===== src/rtl/rtc_regport_pkg.sv =====
package rtc_regport_pkg;
  localparam int IDX_W  = 7;
  localparam int BYTE_W = 8;

  localparam logic [IDX_W-1:0] IDX_CTRL_A = 7'h0A;
  localparam logic [IDX_W-1:0] IDX_CTRL_B = 7'h0B;
  localparam logic [IDX_W-1:0] IDX_STAT_C = 7'h0C;
  localparam logic [IDX_W-1:0] IDX_STAT_D = 7'h0D;

  localparam logic [6:0]        POR_A_LOW = 7'h26;
  localparam logic [BYTE_W-1:0] POR_B     = 8'h02;
  localparam logic [BYTE_W-1:0] CONST_D   = 8'h80;
  localparam logic [BYTE_W-1:0] IDX_READ  = 8'hFF;

  // enables cleared by system reset: periodic(6), alarm(5), square wave(3)
  localparam logic [BYTE_W-1:0] B_RST_MASK = 8'h68;

  typedef enum logic [2:0] {
    SRC_HOLD, SRC_RAM
  } rd_src_e;
endpackage


===== src/rtl/rtc_index_unit.sv =====
module rtc_index_unit
  import rtc_regport_pkg::*;
#(
  parameter logic [IDX_W-1:0] PRIM_IDX = 7'h32,
  parameter logic [IDX_W-1:0] ALT_IDX  = 7'h37
) (
  input  logic             clk,
  input  logic             por,
  input  logic             load,
  input  logic [IDX_W-1:0] load_val,
  input  logic             data_acc,
  output logic [IDX_W-1:0] idx_q,
  output logic [IDX_W-1:0] idx_eff
);
  logic hit_alt;

  assign hit_alt = (idx_q == ALT_IDX);
  assign idx_eff = hit_alt ? PRIM_IDX : idx_q;

  always_ff @(posedge clk) begin
    if (por) begin
      idx_q <= '0;
    end else if (load) begin
      idx_q <= load_val;
    end else if (data_acc && hit_alt) begin
      idx_q <= PRIM_IDX;
    end
  end
endmodule


===== src/rtl/rtc_nvram.sv =====
module rtc_nvram #(
  parameter int AW = 7,
  parameter int DW = 8
) (
  input  logic          clk,
  input  logic          we,
  input  logic [AW-1:0] addr,
  input  logic [DW-1:0] wdata,
  output logic [DW-1:0] rdata_q
);
  localparam int DEPTH = 1 << AW;

  logic [DW-1:0] mem [DEPTH];

  always_ff @(posedge clk) begin
    if (we) begin
      mem[addr] <= wdata;
    end
    rdata_q <= mem[addr];
  end
endmodule


===== src/rtl/rtc_ctrl_regs.sv =====
module rtc_ctrl_regs
  import rtc_regport_pkg::*;
#(
  parameter logic [BYTE_W-1:0] SD_KEEP = 8'hFE
) (
  input  logic              clk,
  input  logic              por,
  input  logic              rst,
  input  logic              wr_a,
  input  logic              wr_b,
  input  logic              wr_sd,
  input  logic              rd_c,
  input  logic [BYTE_W-1:0] wdata,
  input  logic              set_pf,
  input  logic              set_af,
  input  logic              set_uf,
  input  logic              uip_in,
  output logic [BYTE_W-1:0] a_val,
  output logic [BYTE_W-1:0] b_val,
  output logic [BYTE_W-1:0] c_val,
  output logic [BYTE_W-1:0] sd_val,
  output logic              irq_q
);
  logic [6:0]        a_low;
  logic              uip_q;
  logic [BYTE_W-1:0] b_q;
  logic [2:0]        flags_q;   // {periodic, alarm, update}
  logic [BYTE_W-1:0] sd_q;
  logic [2:0]        flags_n;
  logic              irq_n;
  logic [2:0]        en_eff;
  logic [2:0]        set_vec;

  assign set_vec = {set_pf, set_af, set_uf};

  always_comb begin
    flags_n = flags_q;
    irq_n   = irq_q;
    en_eff  = b_q[6:4];
    if (rd_c) begin
      flags_n = '0;
      irq_n   = 1'b0;
    end
    if (wr_b) begin
      en_eff = wdata[6:4];
      irq_n  = |(wdata[6:4] & flags_q);
    end
    flags_n = flags_n | set_vec;
    if (|(set_vec & en_eff)) begin
      irq_n = 1'b1;
    end
  end

  always_ff @(posedge clk) begin
    if (por) begin
      a_low   <= POR_A_LOW;
      uip_q   <= 1'b0;
      b_q     <= POR_B;
      flags_q <= '0;
      irq_q   <= 1'b0;
      sd_q    <= '0;
    end else if (rst) begin
      uip_q   <= uip_in;
      b_q     <= b_q & ~B_RST_MASK;
      flags_q <= '0;
      irq_q   <= 1'b0;
      if (sd_q != SD_KEEP) begin
        sd_q <= '0;
      end
    end else begin
      uip_q   <= uip_in;
      flags_q <= flags_n;
      irq_q   <= irq_n;
      if (wr_a) begin
        a_low <= wdata[6:0];
      end
      if (wr_b) begin
        b_q <= wdata;
      end
      if (wr_sd) begin
        sd_q <= wdata;
      end
    end
  end

  assign a_val  = {uip_q, a_low};
  assign b_val  = b_q;
  assign c_val  = {irq_q, flags_q, 4'b0000};
  assign sd_val = sd_q;
endmodule


===== src/rtl/rtc_regport.sv =====
module rtc_regport
  import rtc_regport_pkg::*;
#(
  parameter logic [IDX_W-1:0]  CENTURY_IDX     = 7'h32,
  parameter logic [IDX_W-1:0]  CENTURY_ALT_IDX = 7'h37,
  parameter logic [IDX_W-1:0]  SHUTDOWN_IDX    = 7'h0F,
  parameter logic [BYTE_W-1:0] SHUTDOWN_KEEP   = 8'hFE
) (
  input  logic              clk,
  input  logic              por,
  input  logic              rst,
  input  logic              bus_addr,
  input  logic              bus_wr,
  input  logic              bus_rd,
  input  logic [BYTE_W-1:0] bus_wdata,
  output logic [BYTE_W-1:0] bus_rdata,
  input  logic              set_pf,
  input  logic              set_af,
  input  logic              set_uf,
  input  logic              uip_in,
  output logic [BYTE_W-1:0] reg_a_o,
  output logic [BYTE_W-1:0] reg_b_o,
  output logic              irq
);
  logic [IDX_W-1:0]  idx_q;
  logic [IDX_W-1:0]  idx_eff;
  logic [BYTE_W-1:0] c_val;
  logic [BYTE_W-1:0] sd_val;
  logic [BYTE_W-1:0] ram_q;
  logic [BYTE_W-1:0] hold_q;
  logic [BYTE_W-1:0] hold_n;
  rd_src_e           src_q;
  rd_src_e           src_n;
  logic              data_wr;
  logic              data_rd;
  logic              is_a;
  logic              is_b;
  logic              is_c;
  logic              is_d;
  logic              is_sd;
  logic              is_ctrl;

  assign data_wr = bus_wr && bus_addr;
  assign data_rd = bus_rd && bus_addr;

  assign is_a    = (idx_eff == IDX_CTRL_A);
  assign is_b    = (idx_eff == IDX_CTRL_B);
  assign is_c    = (idx_eff == IDX_STAT_C);
  assign is_d    = (idx_eff == IDX_STAT_D);
  assign is_sd   = (idx_eff == SHUTDOWN_IDX);
  assign is_ctrl = is_a | is_b | is_c | is_d | is_sd;

  rtc_index_unit #(
    .PRIM_IDX (CENTURY_IDX),
    .ALT_IDX  (CENTURY_ALT_IDX)
  ) u_index (
    .clk      (clk),
    .por      (por),
    .load     (bus_wr && !bus_addr),
    .load_val (bus_wdata[IDX_W-1:0]),
    .data_acc (data_wr || data_rd),
    .idx_q    (idx_q),
    .idx_eff  (idx_eff)
  );

  rtc_nvram #(
    .AW (IDX_W),
    .DW (BYTE_W)
  ) u_ram (
    .clk     (clk),
    .we      (data_wr && !is_ctrl),
    .addr    (idx_eff),
    .wdata   (bus_wdata),
    .rdata_q (ram_q)
  );

  rtc_ctrl_regs #(
    .SD_KEEP (SHUTDOWN_KEEP)
  ) u_ctrl (
    .clk    (clk),
    .por    (por),
    .rst    (rst),
    .wr_a   (data_wr && is_a),
    .wr_b   (data_wr && is_b),
    .wr_sd  (data_wr && is_sd),
    .rd_c   (data_rd && is_c),
    .wdata  (bus_wdata),
    .set_pf (set_pf),
    .set_af (set_af),
    .set_uf (set_uf),
    .uip_in (uip_in),
    .a_val  (reg_a_o),
    .b_val  (reg_b_o),
    .c_val  (c_val),
    .sd_val (sd_val),
    .irq_q  (irq)
  );

  // read source selection, captured with the read strobe
  always_comb begin
    src_n  = SRC_HOLD;
    hold_n = IDX_READ;
    if (bus_addr) begin
      unique case (1'b1)
        is_a:    hold_n = reg_a_o;
        is_b:    hold_n = reg_b_o;
        is_c:    hold_n = c_val;
        is_d:    hold_n = CONST_D;
        is_sd:   hold_n = sd_val;
        default: src_n  = SRC_RAM;
      endcase
    end
  end

  always_ff @(posedge clk) begin
    if (por) begin
      src_q  <= SRC_HOLD;
      hold_q <= '0;
    end else if (bus_rd) begin
      src_q  <= src_n;
      hold_q <= hold_n;
    end
  end

  assign bus_rdata = (src_q == SRC_RAM) ? ram_q : hold_q;
endmodule



===== config.mk =====
export PLATFORM = sky130hd
export DESIGN_NAME = rtc_regport
export DESIGN_NICKNAME = d
export VERILOG_FILES = /design/src/rtl/rtc_regport_pkg.sv /design/src/rtl/rtc_index_unit.sv /design/src/rtl/rtc_nvram.sv /design/src/rtl/rtc_ctrl_regs.sv /design/src/rtl/rtc_regport.sv
export SDC_FILE = /design/constraint.sdc
export NUM_CORES = 1
export LEC_CHECK = 0
export ABC_AREA = 1
export BUFFER_PORTS_ARGS = -buffer_cell sky130_fd_sc_hd__buf_2
export CAP_MARGIN = 40
export CORE_MARGIN = 10
export CORE_UTILIZATION = 40
export CTS_BUF_LIST = sky130_fd_sc_hd__clkbuf_8
export DETAILED_ROUTE_END_ITERATION = 10
export GPL_TIMING_DRIVEN = 0
export HOLD_SLACK_MARGIN = 0.15
export REMOVE_ABC_BUFFERS = 1
export SLEW_MARGIN = 20
export SYNTH_ARGS = -nofsm -noshare
export SYNTH_HDL_FRONTEND = slang
export SYNTH_SLANG_ARGS = --single-unit

===== constraint.sdc =====
create_clock -name clk -period 4.5 [get_ports clk]
set_input_delay 0.45 -clock clk [delete_from_list [all_inputs] [get_ports clk]]
set_output_delay 0.45 -clock clk [all_outputs]
set_load 0.02 [all_outputs]

==> metrics.md <==
| Metric | Value |
|---|---|
| Worst hold path type | `reg2reg` |
| Slack of the worst reg-to-reg path | `0.03 ns` |
| Largest net degree at the start of global routing | `about 110` |
| Critical path's top delay family | `simple AND/OR/NAND/NOR gates` |
| Fin nets | `roughly 4,000` |
| First-pass GRT wire length | `~190,000 µm` |
| Port Buffers | `between 40 and 50` |
| PD cells | `between 300 and 400 nW/µm²` |
| Worst skew pair latency | `approximately 0.85 ns` |
| Cells after synthesis | `3,847` |
| Max Root-Sink Buffers | `3` |
| CTS Buf Count | `approximately 180` |
| Crit share post-route | `between 90% and 100%` |
| CTS clk-pin slew, worst paths | `0.07 ns` |
| WP data required | `4.96 ns` |
| Crit path buf inv count | `5` |
| Status | `finished clean` |
| Relative slew slack | `42.0%` |
| Final Hold Slack | `a little under 0.5 ns` |
| # rows | `between 100 and 150` |
| CTS sink cnt | `between 1,000 and 1,500` |
| CP endpoint kind | `register` |
| Filler cells | `10,109` |
| Final instance area | `about 52,000 µm²` |
| Initial Utilization | `approximately two fifths` |
| YS warnings | `0` |
| Clk root buf | `clkbuf_8` |
| Ratio of cells with drive above 1 in the final layout | `10.8%` |
| Drt pass-1 iters | `6` |
| Largest cells by area after synthesis | `edfxtp_1 (68%), nand3_1 (7.8%), nand2_1 (4.0%)` |
| Area of the multi-input gates | `~12,000 µm²` |
| Final min period | `between 4 and 5 ns` |
| Leading area contributor after synthesis | `edfxtp_1` |
| Crit path max-delay cell type | `nor2_1` |
| Sequential share of the synthesized area | `70.0%` |
| Max-cap violations | `0` |
| WS Path Type | `reg2reg` |
| Post-synth top area share | `between 60 and 70%` |
| FF/Latch Area | `approximately 32,000 µm²` |
| Area Growth Syn to Fin | `14.8%` |
| Via density | `approximately 5.4` |
| Worst Clk Skew | `0.0383 ns` |
| Core Region | `113,000 µm²` |
| Asr flop ratio synth | `0%` |
| GR Overflow Total | `0` |
| CP Max Fanout | `between 90 and 100` |
| RSZ-0062 raised after global routing | `yes` |
| Iter 0 DRT Violations | `2,932` |
| CP Data Arrival Time | `around 4.9 ns` |
| Least-Margin Pin Slew | `0.866 ns` |
| CP Launch Type | `register` |
| CTS tree | `yes` |
| Final Max Slew Viols | `0` |
| Most used cell, CP | `buf_16` |
| Wirelength, routed | `129,000 µm` |
| Setup Viol. Count Final | `0` |
| Slowest cell delay on critical path | `~0.80 ns` |
| EDFF count, synth | `1,024` |
| Leakage | `between 15 and 20 nW` |
| Most common cell after layout, fill and taps aside | `edfxtp_1` |
| Height of the die | `between 300 and 400 µm` |
| Residual DRC | `0` |
| Placed Area | `between 40,000 and 50,000 µm²` |
| Mapped Area | `45,400 µm²` |
| FMAX | `224 MHz` |
| I/O pins | `between 40 and 50` |
| Fin. Hold Viols | `0` |
| DPL Wire Length | `between 60,000 and 70,000 µm` |
| Antenna-violating nets left | `0` |
| GP Congestion | `0.774` |
| Post-Syn Area per Cell | `between 10 and 15 µm²` |
| Yosys reg bits | `roughly 1,100` |
| DR WL/cell | `22.9 µm` |
| Unique masters post-synth | `34` |
| Die ar. | `between 100,000 and 150,000 µm²` |
| Total Routing Usage GR | `between 10% and 20%` |
| H-tree levels | `4` |
| Via count | `30,356` |
| Initial antenna violation count | `6` |
| Peak supply drop | `a little under 0.3 mV` |
| Vias in the first global route | `29,157` |
| Critical-path cell list | `buf_16, buf_16, inv_8, buf_16, nand2_1, nor2_1, inv_1, nand3_2, nor2_2, nand2_2, nor2_1` |
| Most frequent cells in the layout | `edfxtp_1 (1,024), nand3_1 (707), nand2_1 (486)` |
| Die Wd | `between 300 and 400 µm` |
| Primary FF master, synth | `edfxtp_1` |
-- sequential cells by signal, indices dropped and copies added, names as in the netlist --
name,count
u_ctrl.a_low,7
u_ctrl.irq_q,1
src_q,1
u_index.idx_q,7
u_ram.rdata_q,8
u_ctrl.b_val,8
u_ram.mem,1024
u_ctrl.sd_val,8
u_ctrl.uip_q,1
hold_q,8
u_ctrl.flags_q,3
-- cells in the mapped netlist (all sizes together) (52+ instances only) --
cell type  instances
a21oi             80
buf              137
clkbuf           121
clkinv            70
dfxtp             52
edfxtp          1024
inv              161
nand2            494
nand3            712
nand3b           208
nor2             390
o21a             168
o21ai            112
o21bai            89
-- power breakdown --
part	internal [W]	leakage, nW	switching, W
clock network	0.00381	1.81	0.00387
registers	0.0110	9.67	0.0000379
logic	0.000442	7.00	0.000968
-- logic make-up after synthesis --
logic type | share of synthesized area (%)
and+or+nand+nor | 18.8
DFF | 70.0
buffers and inverters | 4.42
AOI/OAI and AO/OA | 6.76
other | 0.00826
-- worst register-to-register path: stages (launching register included) --
cell     delay [ns]
dfxtp_4        0.58
buf_16         0.29
buf_16         0.35
inv_8          0.24
buf_16         0.33
nand2_1        0.23
nor2_1         0.07
inv_1          0.08
nand3_2        0.16
nor2_2         0.44
nand2_2        0.50
nor2_1         0.81
-- final timing paths --
path / startpoint / endpoint / cells after the start
setup / recovery: u_index.idx_q[1] / u_ram.mem[59][5] / 11
hold / removal: u_ctrl.sd_val[0] / u_ctrl.sd_val[0] / 2
setup reg to reg: u_index.idx_q[1] / u_ram.mem[59][5] / 11
hold reg to reg: u_ctrl.sd_val[0] / u_ctrl.sd_val[0] / 2
-- repair_timing --
item / 4_1_cts / 5_1_grt
cloned: 11 / 4
hold buffers: 22 / 0
gates resized for setup: 43 / 24
hold endpoints to repair: 452 / 0
setup endpoints to repair: 473 / 338
pin swaps: 6 / 1
buffers inserted: 9 / 2
-- routing by layer --
layer	share of wire (%)	vias to the layer above	track usage (%)
li1	-	13950	-
met1	42	14956	25.9
met2	47	1219	31.1
met3	7.9	227	4.06
met4	3.1	4	7.14
met5	0.021	-	0
-- layout make-up --
cell class              count  share of cell area (%)
well taps                1500                    3.60
diodes                      2                 0.00960
multi-input cells        2334                    23.2
clock buffers             183                    4.83
inverters                 231                    1.71
repair buffers            167                    4.52
flip-flops and latches   1076                    61.0
clock inverters           118                    1.09
repair inverters            2                  0.0336
-- metrics by stage --
| stage | TNS (ns) | worst slack (ns) | instances | utilization (%) | power (W) |
|---|---|---|---|---|---|
| CTS | -5.80 | -0.145 | 5581 | 45.9 | 0.0203 |
| global route | -7.05 | -0.0861 | 5613 | 46.3 | 0.0209 |
| global placement | - | -35.24 | 5178 | 41.3 | 0.0126 |
| floorplan | -8905.62 | -15.36 | 3636 | - | 0.0120 |
| detailed placement | -312.46 | -1.30 | 5238 | 42.6 | 0.0126 |
| finish | 0 | 0.0308 | 5613 | 46.3 | 0.0202 |
Power figures use the tool's default switching activity.
